`config.mk`:
```
export PLATFORM = sky130hd
export DESIGN_NAME = lpm_ctrl
export DESIGN_NICKNAME = d
export VERILOG_FILES = /design/src/rtl/lpm_pkg.sv /design/src/rtl/lpm_wake_qual.sv /design/src/rtl/lpm_stab_timer.sv /design/src/rtl/lpm_gate_dec.sv /design/src/rtl/lpm_ctrl.sv
export SDC_FILE = /design/constraint.sdc
export NUM_CORES = 1
export LEC_CHECK = 0
export ABC_AREA = 1
export BUFFER_PORTS_ARGS = -buffer_cell sky130_fd_sc_hd__buf_2
export CAP_MARGIN = 20
export CORE_MARGIN = 4
export CORE_UTILIZATION = 36
export CTS_CLUSTER_DIAMETER = 200
export CTS_CLUSTER_SIZE = 16
export DETAILED_ROUTE_END_ITERATION = 16
export SYNTH_ARGS = -nofsm -noshare
export SYNTH_HDL_FRONTEND = slang
export SYNTH_SLANG_ARGS = --single-unit
```
`constraint.sdc`:
```
create_clock -name clk -period 2.6 [get_ports clk]
set_clock_uncertainty 0.2 [all_clocks]
set_input_delay 0.13 -clock clk [delete_from_list [all_inputs] [get_ports clk]]
set_output_delay 0.13 -clock clk [all_outputs]
set_load 0.03 [all_outputs]
```
`src/rtl/lpm_pkg.sv`:
```
package lpm_pkg;

    localparam int DEF_EXT_N  = 3;
    localparam int DEF_STAB_W = 16;

    typedef enum logic [2:0] {
        ST_RUN  = 3'd0,
        ST_IDLE = 3'd1,
        ST_STBY = 3'd2,
        ST_HALT = 3'd3,
        ST_WARM = 3'd4
    } pm_state_e;

    typedef struct packed {
        logic cpu;
        logic per;
        logic tmr;
        logic osc;
    } clk_en_t;

    // Depth chosen by the idle instruction from the select bits.
    function automatic pm_state_e pick_sleep(input logic pwrdn,
                                             input logic halt,
                                             input logic dis);
        if (!pwrdn || dis)
            return ST_IDLE;
        return halt ? ST_HALT : ST_STBY;
    endfunction

    // Clock enables held in each state.
    function automatic clk_en_t gates_for(input pm_state_e st);
        clk_en_t g;
        case (st)
            ST_RUN:  g = '{cpu: 1'b1, per: 1'b1, tmr: 1'b1, osc: 1'b1};
            ST_IDLE: g = '{cpu: 1'b0, per: 1'b1, tmr: 1'b1, osc: 1'b1};
            ST_STBY: g = '{cpu: 1'b0, per: 1'b0, tmr: 1'b1, osc: 1'b1};
            ST_HALT: g = '{cpu: 1'b0, per: 1'b0, tmr: 1'b0, osc: 1'b0};
            ST_WARM: g = '{cpu: 1'b0, per: 1'b0, tmr: 1'b0, osc: 1'b1};
            default: g = '{cpu: 1'b1, per: 1'b1, tmr: 1'b1, osc: 1'b1};
        endcase
        return g;
    endfunction

endpackage

```
`src/rtl/lpm_wake_qual.sv`:
```
module lpm_wake_qual
    import lpm_pkg::*;
#(
    parameter int EXT_N = DEF_EXT_N
) (
    input  pm_state_e        state,
    input  logic [EXT_N-1:0] irq_ext,
    input  logic             irq_tmr,
    input  logic             irq_gen,
    output logic             wake
);

    logic any_ext;

    // OR tree over the external lines, sized by EXT_N.
    logic [EXT_N:0] ext_chain;
    assign ext_chain[0] = 1'b0;
    for (genvar i = 0; i < EXT_N; i++) begin : g_ext_or
        assign ext_chain[i+1] = ext_chain[i] | irq_ext[i];
    end
    assign any_ext = ext_chain[EXT_N];

    always_comb begin
        case (state)
            ST_IDLE: wake = any_ext | irq_tmr | irq_gen;
            ST_STBY: wake = any_ext | irq_tmr;
            ST_HALT: wake = any_ext;
            default: wake = 1'b0;
        endcase
    end

endmodule

```
`src/rtl/lpm_stab_timer.sv`:
```
module lpm_stab_timer #(
    parameter int STAB_W = lpm_pkg::DEF_STAB_W
) (
    input  logic              clk,
    input  logic              rst,
    input  logic              load,
    input  logic [STAB_W-1:0] load_val,
    input  logic              active,
    output logic              done
);

    logic [STAB_W-1:0] cnt_q;

    always_ff @(posedge clk) begin
        if (rst)
            cnt_q <= '0;
        else if (load)
            cnt_q <= load_val;
        else if (active && cnt_q != '0)
            cnt_q <= cnt_q - 1'b1;
    end

    assign done = (cnt_q == '0);

    // the window shrinks by one each warm-up cycle
    a_r7_countdown: assert property (@(posedge clk) disable iff (rst)
        (!load && active && cnt_q != '0) |=> (cnt_q == $past(cnt_q) - 1'b1));

    // a load captures the sampled count
    a_r7_load_capture: assert property (@(posedge clk) disable iff (rst)
        load |=> (cnt_q == $past(load_val)));

endmodule

```
`src/rtl/lpm_gate_dec.sv`:
```
module lpm_gate_dec
    import lpm_pkg::*;
(
    input  pm_state_e state,
    output clk_en_t   gates
);

    always_comb gates = gates_for(state);

endmodule

```
`src/rtl/lpm_ctrl.sv`:
```
module lpm_ctrl
    import lpm_pkg::*;
#(
    parameter int EXT_N  = DEF_EXT_N,
    parameter int STAB_W = DEF_STAB_W
) (
    input  logic              clk,
    input  logic              rst,
    input  logic              idle_exec,
    input  logic              pwrdn_sel,
    input  logic              halt_sel,
    input  logic              lpm_disable,
    input  logic [EXT_N-1:0]  irq_ext,
    input  logic              irq_tmr,
    input  logic              irq_gen,
    input  logic [STAB_W-1:0] stab_count,
    output logic              cpu_clk_en,
    output logic              per_clk_en,
    output logic              tmr_clk_en,
    output logic              osc_en,
    output logic              wake_pulse
);

    pm_state_e state_q, state_d;
    logic      wake_q, wake_d;
    logic      wake;
    logic      stab_load;
    logic      stab_done;
    clk_en_t   gates;

    lpm_wake_qual #(.EXT_N(EXT_N)) u_qual (
        .state   (state_q),
        .irq_ext (irq_ext),
        .irq_tmr (irq_tmr),
        .irq_gen (irq_gen),
        .wake    (wake)
    );

    lpm_stab_timer #(.STAB_W(STAB_W)) u_stab (
        .clk      (clk),
        .rst      (rst),
        .load     (stab_load),
        .load_val (stab_count),
        .active   (state_q == ST_WARM),
        .done     (stab_done)
    );

    lpm_gate_dec u_gate (
        .state (state_q),
        .gates (gates)
    );

    always_comb begin
        state_d   = state_q;
        wake_d    = 1'b0;
        stab_load = 1'b0;
        case (state_q)
            ST_RUN: begin
                if (idle_exec)
                    state_d = pick_sleep(pwrdn_sel, halt_sel, lpm_disable);
            end
            ST_IDLE, ST_STBY: begin
                if (wake) begin
                    state_d = ST_RUN;
                    wake_d  = 1'b1;
                end
            end
            ST_HALT: begin
                if (wake) begin
                    state_d   = ST_WARM;
                    stab_load = 1'b1;
                end
            end
            ST_WARM: begin
                if (stab_done) begin
                    state_d = ST_RUN;
                    wake_d  = 1'b1;
                end
            end
            default: state_d = ST_RUN;
        endcase
    end

    always_ff @(posedge clk) begin
        if (rst) begin
            state_q <= ST_RUN;
            wake_q  <= 1'b0;
        end else begin
            state_q <= state_d;
            wake_q  <= wake_d;
        end
    end

    assign cpu_clk_en = gates.cpu;
    assign per_clk_en = gates.per;
    assign tmr_clk_en = gates.tmr;
    assign osc_en     = gates.osc;
    assign wake_pulse = wake_q;

    // a deep request with halt picked lands in halt
    a_r2_halt_entry: assert property (@(posedge clk) disable iff (rst)
        (state_q == ST_RUN && idle_exec && pwrdn_sel && !lpm_disable && halt_sel)
        |=> (state_q == ST_HALT));

    // disable or no power-down gives plain idle
    a_r3_plain_idle: assert property (@(posedge clk) disable iff (rst)
        (state_q == ST_RUN && idle_exec && (lpm_disable || !pwrdn_sel))
        |=> (state_q == ST_IDLE));

    // without an external request halt is kept
    a_r6_halt_holds: assert property (@(posedge clk) disable iff (rst)
        (state_q == ST_HALT && irq_ext == '0) |=> (state_q == ST_HALT));

    // timer runs only with the oscillator on
    a_r5_tmr_needs_osc: assert property (@(posedge clk) disable iff (rst)
        tmr_clk_en |-> osc_en);

    // pulse lasts one cycle and sits in run
    a_r8_pulse_single: assert property (@(posedge clk) disable iff (rst)
        wake_pulse |=> !wake_pulse);
    a_r8_pulse_in_run: assert property (@(posedge clk) disable iff (rst)
        wake_pulse |-> (state_q == ST_RUN && cpu_clk_en));

    // no strobe moves a sleeping block except through wake
    a_r9_strobe_ignored: assert property (@(posedge clk) disable iff (rst)
        (state_q == ST_STBY && !wake) |=> (state_q == ST_STBY));

endmodule

```
Word-level counts from Yosys, hierarchy flattened. Cells that the tools add are included.

Register bits: 20. Latch bits: 0. Word-level logic and storage cells: 44. Memory bits (read-only): 0. Memories kept: 0. Bits in writable memories: 0.

Multipliers: 0. Bitwise logic cells: 4. Multiplexer cells: 19. Shift operators: 0. Reduce and logical (&&, ||, !) cells: 9. Equality and inequality tests: 8. Add/sub/neg operators: 1. Divide/modulo/power cells: 0. $lt $le $gt $ge: 0.

Operator list (count): two-way mux 16 bit (2); two-way mux 3 bit (6); zero test 16 bit (1); one-hot mux 4 bit (4 select lines) (1); nonzero test 16 bit (1); subtractor 16 x 1 -> 16 bit, second input constant (1); one-hot mux 3 bit (4 select lines) (1); two-way mux 1 bit (7); equality test 3 x 2 -> 1 bit, second input constant (2); != test 2 bit, second input constant (3); OR 1 bit (4); AND reduction 4 bit (1); equality test 3 x 1 -> 1 bit, second input constant (1); equality test 3 bit, second input constant (1); zero test 3 bit (1); one-hot mux 1 bit (3 select lines) (1); != test 2 x 1 -> 1 bit, second input constant (1); one-hot mux 1 bit (2 select lines) (1); nonzero test 2 bit (1); OR reduction 2 bit (1); logical AND 1 bit (1); zero test 1 bit (1); logical OR 1 bit (1).

Depth between registers and ports, before layout. Gate-level depths: netlist of the first run.

Depth in word-level cells: 8. Gate-level depth with buffers: 11. Mapped depth without buffers: 11.

Cells and area by module. From an unflattened synthesis of the first run, not the netlist that was laid out.

Cell total of the unflattened synthesis: 274. Area total of the unflattened synthesis: 1546.5 um^2.

Modules (own cells, without submodules): lpm_stab_timer (instances 1, area each 1194.9 um^2, cells each 212); lpm_ctrl (instances 1, area each 240.2 um^2, cells each 39); lpm_wake_qual (instances 1, area each 60.1 um^2, cells each 13); lpm_gate_dec (instances 1, area each 51.3 um^2, cells each 10).

Worst setup path after synthesis of the first run. Ideal clock, no wire load.

Path kind: reg2out. From: register state_q[0]. To: output per_clk_en. Stages on the path, launching flop included: 7. Arrival: 1849 ps. Data required time: 2270 ps. Buffers on the path: 0. Path slack: 421 ps. Cells stage by stage: dfxtp_1 > inv_1 > nand2_1 > nor2_4 > nor2_1 > inv_1 > o21ai_0.

Cells in the longest elaborated chain, start to end: 2. Elaborated cells between the ends (all ways): 5. Those cells by class: eq/ne (4); mux (1).

Ends and longest elaborated chain: start, declared (RTL line lpm_ctrl.sv:24) `pm_state_e state_q, state_d;`; start signal, assigned (RTL line lpm_ctrl.sv:89) `state_q <= state_d;`; equality test 3 bit, or another cell as far along (RTL line lpm_pkg.sv:33) `case (st)`; one-hot mux 4 bit (4 select lines) (*) (RTL line lpm_pkg.sv:33); end, declared (RTL line lpm_ctrl.sv:18) `output logic per_clk_en,`.

Every way passes the cells marked *; elsewhere a longest branch is shown, timed or not.

Final worst setup path of the first run.
From: register state_q[1]. To: register u_stab.cnt_q[6].

Cells in the longest elaborated chain, start to end: 5. Elaborated cells between the ends (all ways): 10. Those cells by class: eq/ne (4); mux (4); reduce/logical (2).

Ends and longest elaborated chain: equality test 3 x 2 -> 1 bit, or another cell as far along (RTL line lpm_wake_qual.sv:24, lpm_ctrl.sv:57); one-hot mux 1 bit (3 select lines) (RTL line lpm_wake_qual.sv:24) `case (state)`; two-way mux 1 bit (RTL line lpm_ctrl.sv:69) `if (wake) begin`; two-way mux 1 bit (RTL line lpm_ctrl.sv:57) `case (state_q)`; two-way mux 16 bit or nonzero test 2 bit (tied branches); end signal, assigned (RTL line lpm_stab_timer.sv:18) `cnt_q <= load_val;`; end signal, assigned (RTL line lpm_stab_timer.sv:20) `cnt_q <= cnt_q - 1'b1;`; end, declared (RTL line lpm_stab_timer.sv:12) `logic [STAB_W-1:0] cnt_q;`.

Several ways; a longest one is shown, not always the timed one. A chain may end at the register's enable or synchronous reset.

==> results of run 1 <==
-- logic make-up after synthesis --
| family | Yosys count | share of synthesized area |
|---|---|---|
| compound gates | 31 | 0.128 |
| xor+xnor | 8 | 0.0493 |
| fa+ha+maj | 2 | 0.0176 |
| buf+inv | 34 | 0.100 |
| flops | 20 | 0.281 |
| simple gates | 139 | 0.424 |
-- report_power, final --
part | leakage (nW) | total, W | switching (W) | internal, W
Combinational | 0.685 | 0.000557 | 0.000350 | 0.000207
Sequential | 0.162 | 0.000368 | 0.0000302 | 0.000338
Clock | 0.0288 | 0.000247 | 0.000112 | 0.000135
Total | 0.876 | 0.00117 | 0.000492 | 0.000680
-- cell usage after synthesis (all sizes together) --
| library cell | instances | area [µm²] |
|---|---|---|
| a21oi | 16 | 83.8 |
| a21boi | 3 | 22.5 |
| nor3 | 3 | 15.0 |
| xor2 | 5 | 43.8 |
| o21ai | 6 | 30.0 |
| ha | 2 | 25.0 |
| buf | 3 | 26.3 |
| o21bai | 1 | 7.51 |
| dfxtp | 20 | 400 |
| o211ai | 1 | 7.51 |
| nand4 | 2 | 12.5 |
| o21a | 4 | 30.0 |
| nand2 | 70 | 285 |
| nand3 | 22 | 110 |
| inv | 29 | 109 |
| nor2 | 41 | 174 |
| clkbuf | 2 | 7.51 |
| or2 | 1 | 6.26 |
| xnor2 | 3 | 26.3 |
-- flip-flops by register name, indices dropped and copies added (netlist names) --
name          cells
state_q           3
u_stab.cnt_q     16
wake_pulse        1
-- critical path: cells and delay by family (launching register included) --
kind,cells,cell delay [ns]
AO/OA/AOI/OAI,2,0.29
AND/OR/NAND/NOR,4,0.63
flip-flops,1,0.39
buffers and inverters,1,0.38
-- path summary, 6_finish.rpt --
kind / start / to / slack (ns) / cells past startpoint
worst max-delay path: state_q[1] / u_stab.cnt_q[6] / 0.63 / 7
worst min-delay path: stab_count[8] / u_stab.cnt_q[8] / 0.0008 / 3
worst max register to register: state_q[1] / u_stab.cnt_q[6] / 0.63 / 7
worst min register to register: u_stab.cnt_q[1] / u_stab.cnt_q[1] / 0.29 / 2
-- routing by layer --
metal / GRT usage / up-vias
met5: 0 / -
met4: 0.0376 / 0
met3: 0.0170 / 4
met2: 0.229 / 24
met1: 0.188 / 613
li1: - / 800
-- layout make-up --
class,count,area (µm²)
fill,430,2050
tap,48,60.1
clock buffer,4,55.1
multi-input combinational,180,880
sequential,20,400
timing repair buffer,34,185
inverter,29,109
-- stage by stage --
stage                     hold slack (ns)  utilization  setup slack [ns]  total power, W
after floorplan                 -0.000934            -             0.421        0.000818
after global placement              0.235        0.428             0.638        0.000929
after detailed placement            0.240        0.428             0.613        0.000931
after CTS                        0.000893        0.451             0.603         0.00118
after global routing               0.0165        0.451             0.474         0.00128
final                            0.000791        0.451             0.631         0.00117
-- what timing repair did --
action | 4_1_cts | 5_1_grt
endpoints found under the setup margin | 0 | 0
hold buffers | 3 | 0
endpoints found under the hold margin | 3 | 0
==> flow_summary.yaml, run 1 <==
sta:
  min_clock_period_post_route_ns: 1.97
  worst-slew-pin-transition_ns: 0.551
  relative_slew_margins: 0.630
  setup_viol: 0
  timing_hold_violations_final: 0
  totalNegativeSetupSlack_ns: 0
  maxSlewViolCount: 0
  rsz0062_at_grt: "false"
  min_period_over_period: 0.757
  max_freq_ghz: 0.508
placed_design:
  buffer_ports.inserted: 31
  gp_routability_congestion: 0.872
  place_hpwl_um: 2560
  numPlacedInstances: 308
  post_dp_cell_area_mm2: 0.00160
finish:
  most_common_library_cell_in_the_layout_ignoring_fill_and_taps: "nand2_1"
  diodes: 0
  layout.nets: 297
  final_cell_mix: "nand2_1 (65), nor2_1 (37), buf_2 (31), inv_1 (28), nand3_1 (22)"
  drive_above_1_share: 0.176
  finish.instance_area_mm2: 0.00169
  final_cell_count_no_fill: 315
  syn2layout_area_growth_pct: 18.7
routing:
  routedWlPerCell_um: 10.6
  wirelength_met1_um: 1710
  viasPerCell: 4.57
  vias: 1441
  ant_nets: 0
  drt_drc_violations_left: 0
  drt-initial-drc-count: 47
  postRouteWirelength_um: 3350
  wl_met2_um: 1480
  drt_pass1_iterations: 4
  top_layer: "met4"
  met3_length_um: 122
global_routing:
  gr-total-overflow: 0
  grt.total_usage: 0.138
  vias_in_the_first_global_route: 1314
  wire_length_of_the_first_global_routing_pass_um: 5680
  antenna_found_initial: 0
  grt_max_degree: 15
critical_path:
  crit_arrival_ns: 1.96
  crit_path_start_kind: "flop"
  critical_path_peak_fanout: 14
  path_cells: "nand2_1, nor2_1, nand2_2, inv_1, nand2_1, a21boi_0, a21oi_1"
  worstSetupPathType: "flop to flop"
  endpoint_kind: "flop"
  cp_slowest_stage_delay_ns: 0.39
  timing.critical_path.required_ns: 2.59
  crit_path_top_delay_cell: "dfxtp_1"
  crit_top_cell: "nand2_1"
hold_path:
  min_path_type: "primary input to flop"
die:
  die-width_um: 70.9
  die_area_mm2: 0.00502
  start_util: 0.380
  core.rowCount: 22
  number_of_top_level_design_ports: 32
  die_h_um: 70.9
  coreArea_mm2: 0.00374
cts:
  post_cts_resize_count: 0
  tritoncts_num_sinks: 20
  max_clock_buf_depth: 2
  clock_tree_from_tritoncts: "yes"
  cts-buffers-inserted: 3
  clock_latency_ns: 0.26
  path_clk_slew_ns: 0.08
  cts_max_level: 1
  ctsRootBufferMaster: "clkbuf_8"
  postCtsSetupBuffers: 0
synthesis:
  synthesis.nets: 263
  syn_std_cell_area_mm2: 0.00142
  syn-mean-instance-area_um2: 6.08
  synth_seq_cells: 20
  ys_seq_area_frac: 0.281
  synth.distinct_cells: 26
  synth_warnings: 0
  count_of_mapped_cells_out_of_synthesis: 234
power_and_ir_drop:
  powerDensity_mw_per_mm2: 694
  power_leakage_nw: 0.876
  vdd_drop_max_v: 0.000278
outcome:
  outcome: "finished clean"
flow_run:
  cap_viol_max_count: 0
Note: power is estimated with default switching activity, not from simulation.
==> run 2: changes to the inputs <==
ABC_AREA = 0   (was 1)
clock period = 1.7 ns   (was 2.6 ns; I/O delays follow)
==> flow_summary.yaml, run 2 <==
hold_path:
  min_path_type: "primary input to flop"
synthesis:
  netlist.top_cell.by_area: "dfxtp_1"
  top_cells_by_area_synth: "dfxtp_1 (29%), nor2_1 (4.3%), a21oi_1 (4.0%), nand3_1 (4.0%), a31oi_1 (2.7%)"
  synth_simple_gate_area_frac: 0.329
  ys_seq_area_frac: 0.288
  synth.most_common_cell: "dfxtp_1"
  synth_top_family_by_area: "simple AND/OR/NAND/NOR gates"
  synth_warnings: 0
  synth_seq_cells: 20
  post_synth_fa_ha_maj_area_fraction: 0.0180
  synth.cells.most_frequent: "dfxtp_1 (20), nor2_1 (16), a21oi_1 (11), nand3_1 (11)"
  synth-edff-count: 0
  synth-xor-area-share: 0.0189
  synth_ff_type: "dfxtp_1"
  post_synth_mux_area_share: 0.0216
  synthesis.nets: 203
  synthesized_area_fraction_occupied_by_ao_oa_aoi_and_oai_cells: 0.266
  count_of_mapped_cells_out_of_synthesis: 174
  syn-mean-instance-area_um2: 7.98
  synthArstFlopShare: 0
  yosysTopAreaCellShare: 0.288
  syn_std_cell_area_mm2: 0.00139
  synth.distinct_cells: 59
die:
  die_area_mm2: 0.00492
  coreArea_mm2: 0.00369
  die_h_um: 70.1
  start_util: 0.377
  core.rowCount: 22
  number_of_top_level_design_ports: 32
  die-width_um: 70.1
sta:
  worst-slew-pin-transition_ns: 0.402
  setup_slack_ns: -0.437
  hold_slack_ns: 0.0138
  rsz0062_at_grt: "true"
  relative_slew_margins: 0.731
  max_freq_ghz: 0.468
  min_clock_period_post_route_ns: 2.14
  setup_viol: 18
  timing_hold_violations_final: 0
  maxSlewViolCount: 0
  min_period_over_period: 1.26
cts:
  clock_latency_ns: 0.28
  cts_max_level: 1
  max_clock_buf_depth: 2
  cts-buffers-inserted: 3
  path_clk_slew_ns: 0.09
  clock_tree_from_tritoncts: "yes"
  tritoncts_num_sinks: 20
  ctsRootBufferMaster: "clkbuf_8"
outcome:
  outcome: "complete, but fails checks"
  violated_checks: "setup timing"
global_routing:
  antenna_found_initial: 0
  wire_length_of_the_first_global_routing_pass_um: 8270
  gr-total-overflow: 0
  grt_max_degree: 16
  vias_in_the_first_global_route: 1794
  grt.total_usage: 0.206
finish:
  combined_area_of_the_multi_input_logic_cells_mm2: 0.00116
  final_cell_count_no_fill: 333
  largest_register_ffs: 16
  fillCellCount: 277
  final_cell_mix: "buf_4 (55), buf_2 (30), dlygate4sd3_1 (18), buf_6 (15), dfxtp_1 (15)"
  layout.area.seq_um2: 409
  regMostFlops: "u_stab.cnt_q"
  drive_above_1_share: 0.530
  syn2layout_area_growth_pct: 89.4
  diodes: 0
  most_common_library_cell_in_the_layout_ignoring_fill_and_taps: "buf_4"
  layout.nets: 315
placed_design:
  buffer_ports.inserted: 31
  gp_routability_congestion: 0.867
  numPlacedInstances: 295
  place_hpwl_um: 3530
  pre_cts_slack_ns: -0.459
power_and_ir_drop:
  power_leakage_nw: 1.15
  powerDensity_mw_per_mm2: 424
  vdd_drop_max_v: 0.000362
critical_path:
  r2r_slack_ns: -0.44
  crit_path_start_kind: "flop"
  crit_arrival_ns: 2.13
  cp_slowest_stage_delay_ns: 0.40
  critPathCapture: "u_stab.cnt_q[14]"
  path_cells: "inv_4, ha_4, or3b_1, or3_1, or4_1, a311oi_1"
  timing.critical_path.required_ns: 1.69
  critPathLaunch: "u_stab.cnt_q[0]"
  rr_startpoint: "u_stab.cnt_q[0]"
  worstReg2RegEnd: "u_stab.cnt_q[14]"
  endpoint_kind: "flop"
  critical_path_buf_inv_count: 1
  worst_r2r_path_depth: 6
  crit_path_top_delay_cell: "or4_1"
  crit_cells: 6
  critical_path_peak_fanout: 3
  path_delay_family: "simple AND/OR/NAND/NOR gates"
  worstSetupPathType: "flop to flop"
routing:
  drt_drc_violations_left: 0
  viasPerCell: 5.67
  ant_nets: 0
  vias: 1889
  drt_pass1_iterations: 4
  routedWlPerCell_um: 17.3
  postRouteWirelength_um: 5760
  drt-initial-drc-count: 135
flow_run:
  cap_viol_max_count: 0
==> run 2: changes by cell type after synthesis, moves of 5 or more <==
cell,previous run,this run
a31oi_1,0,6
and3_1,0,5
clkbuf_1,2,7
inv_1,28,8
nand2_1,65,8
nand3_1,22,11
nor2_1,37,16
nor4_1,0,5
or3_1,0,5
==> run 2: timing repair <==
action	4_1_cts	5_1_grt
gates resized for setup	25	24
pin swaps	22	16
hold endpoints to repair	15	0
endpoints found under the setup margin	19	20
hold buffers	18	0
buffers inserted	11	8
==> run 2: stage by stage <==
stage / cell area (µm²) / util / power [W] / TNS (ns)
after floorplan: 1510 / - / 0.000576 / -3.29
after global placement: 2050 / 0.555 / 0.000654 / -5.80
after detailed placement: 2050 / 0.555 / 0.000658 / -6.48
after CTS: 2460 / 0.666 / 0.00109 / -5.54
after global routing: 2630 / 0.713 / 0.00115 / -6.92
final: 2630 / 0.713 / 0.00111 / -5.84
==> run 2: cell type report <==
cell class | instances | share of cell area
Clock buffer | 4 | 0.0209
Timing Repair Buffer | 118 | 0.347
Inverter | 8 | 0.0133
Sequential cell | 20 | 0.156
Tap cell | 48 | 0.0228
Multi-Input combinational cell | 135 | 0.441
==> run 2: power breakdown <==
group / total, W / internal [W] / leakage (nW) / switching [W]
Sequential: 0.000480 / 0.000474 / 0.164 / 0.00000579
Combinational: 0.000238 / 0.000129 / 0.961 / 0.000109
Clock: 0.000396 / 0.000207 / 0.0288 / 0.000189
==> run 2: worst min-delay path by stage <==
stage	endpoint	cells past startpoint	from	slack [ns]
final	u_stab.cnt_q[10]	4	stab_count[10]	0.01
after global routing	u_stab.cnt_q[10]	4	stab_count[10]	0.05
after CTS	u_stab.cnt_q[11]	2	rst	0.01
after detailed placement	u_stab.cnt_q[2]	3	stab_count[2]	0.16
after global placement	u_stab.cnt_q[4]	3	stab_count[4]	0.14
after floorplan	u_stab.cnt_q[4]	2	stab_count[4]	0.04
==> run 2: metal layers <==
layer / share of wire / track usage
met3: 0.048 / 0.0230
met1: 0.40 / 0.254
met4: 0.029 / 0.0766
met2: 0.52 / 0.364
met5: 0 / 0
==> run 2: worst reg2reg max path: stages (launching register included) <==
cell and delay [ns]:
dfxtp_2 0.35, inv_4 0.08, ha_4 0.12, or3b_1 0.37, or3_1 0.33, or4_1 0.40
a311oi_1 0.21
==> run 2: logic make-up (layout without fill, tap and decap cells) <==
group / after synthesis / after routing
mux: 3 / 3
fa+ha+maj: 2 / 2
compound gates: 48 / 48
simple gates: 79 / 79
buf+inv: 19 / 130
flops: 20 / 20
xor+xnor: 3 / 3
==> run 3: changes to the inputs <==
ABC_AREA = 1   (was 0)
==> flow_summary.yaml, run 3 (synthesis gave the netlist of run 1 again) <==
placed_design:
  place_hpwl_um: 2850
  pre_cts_slack_ns: -0.126
  gp_routability_congestion: 0.824
  numPlacedInstances: 334
  buffer_ports.inserted: 31
finish:
  layout.nets: 345
  combined_area_of_the_multi_input_logic_cells_mm2: 0.00101
  most_common_library_cell_in_the_layout_ignoring_fill_and_taps: "nand2_1"
  syn2layout_area_growth_pct: 61.2
  drive_above_1_share: 0.390
  finish.utilization: 0.613
  fillCellCount: 355
  regMostFlops: "u_stab.cnt_q"
  final_cell_count_no_fill: 363
  final_cell_mix: "nand2_1 (59), buf_4 (31), buf_2 (29), nor2_1 (25), nand3_1 (22)"
  layout.area.seq_um2: 415
  largest_register_ffs: 16
  diodes: 0
sta:
  hold_slack_ns: -0.00147
  worst-slew-pin-transition_ns: 0.296
  min_period_over_period: 0.971
  max_freq_ghz: 0.606
  setup_slack_ns: 0.0498
  setup_viol: 0
  timing_hold_violations_final: 1
  maxSlewViolCount: 0
  min_clock_period_post_route_ns: 1.65
  relative_slew_margins: 0.803
flow_run:
  cap_viol_max_count: 0
global_routing:
  wire_length_of_the_first_global_routing_pass_um: 6400
  gr-total-overflow: 0
  grt_max_degree: 14
  grt.total_usage: 0.156
  vias_in_the_first_global_route: 1499
  antenna_found_initial: 0
critical_path:
  crit_path_start_kind: "flop"
  timing.critical_path.required_ns: 1.70
  crit_arrival_ns: 1.65
  critical_path_peak_fanout: 11
  endpoint_kind: "flop"
  worstSetupPathType: "flop to flop"
routing:
  vias: 1695
  viasPerCell: 4.67
  drt_drc_violations_left: 0
  routedWlPerCell_um: 11.3
  drt_pass1_iterations: 4
  drt-initial-drc-count: 42
  ant_nets: 0
  postRouteWirelength_um: 4090
hold_path:
  min_path_type: "primary input to flop"
cts:
  clock_tree_from_tritoncts: "yes"
  path_clk_slew_ns: 0.08
  cts_max_level: 1
  cts-buffers-inserted: 3
  ctsRootBufferMaster: "clkbuf_8"
  tritoncts_num_sinks: 20
  max_clock_buf_depth: 2
  clock_latency_ns: 0.26
power_and_ir_drop:
  powerDensity_mw_per_mm2: 974
  power_leakage_nw: 1.14
  vdd_drop_max_v: 0.000460
die:
  number_of_top_level_design_ports: 32
  die_h_um: 70.9
  die_area_mm2: 0.00502
  die-width_um: 70.9
  start_util: 0.380
  coreArea_mm2: 0.00374
  core.rowCount: 22
outcome:
  outcome: "complete, but fails checks"
  violated_checks: "hold timing"
-- run 3: area by class of cell --
| class | instances | area share |
|---|---|---|
| Timing Repair Buffer | 82 | 0.276 |
| Multi-Input combinational cell | 180 | 0.440 |
| Clock buffer | 4 | 0.0240 |
| Tap cell | 48 | 0.0262 |
| Sequential cell | 20 | 0.181 |
| Inverter | 29 | 0.0529 |
-- run 3: worst paths after layout --
kind,startpoint,end,slack (ns),depth (start not counted)
worst max-delay path,u_stab.cnt_q[4],u_stab.cnt_q[6],0.05,9
worst min-delay path,lpm_disable,state_q[1],-0.001,6
worst max register to register,u_stab.cnt_q[4],u_stab.cnt_q[6],0.05,9
worst min register to register,u_stab.cnt_q[15],u_stab.cnt_q[15],0.29,2
-- run 3: repair_timing --
item / CTS / global route
pin swaps: 0 / 13
setup endpoints to repair: 15 / 20
setup buffers: 0 / 9
hold buffers: 16 / 0
resized for setup: 8 / 53
endpoints found under the hold margin: 19 / 0
-- run 3: worst max-delay path, stage by stage, from the launching register on --
cell and delay [ns]:
dfxtp_1 0.33, nor2_2 0.19, nand2_2 0.12, nor2_4 0.15, nand2_4 0.09, nand2_8 0.10, nand2_4 0.08, inv_8 0.09
nand2_1 0.08, a21oi_2 0.14
-- run 3: layer usage --
metal,vias up,track usage,part of all wire
li1,897,-,-
met3,4,0.0256,0.024
met2,27,0.271,0.53
met5,-,0,0
met4,0,0.0438,0.012
met1,767,0.198,0.44
-- run 3: where the power goes --
| group | leakage, nW | internal (W) | switching, W |
|---|---|---|---|
| Clock | 0.0288 | 0.000207 | 0.000172 |
| Sequential | 0.166 | 0.000524 | 0.0000449 |
| Combinational | 0.948 | 0.000579 | 0.000708 |
-- run 3: through the flow --
stage / setup TNS, ns / cell area [µm²] / power [W]
2_1_floorplan: 0 / 1430 / 0.00127
3_3_place_gp: -0.353 / 1830 / 0.00153
3_5_place_dp: -0.535 / 1830 / 0.00154
4_1_cts: 0 / 2060 / 0.00198
5_1_grt: -0.283 / 2290 / 0.00239
6_report: 0 / 2290 / 0.00223
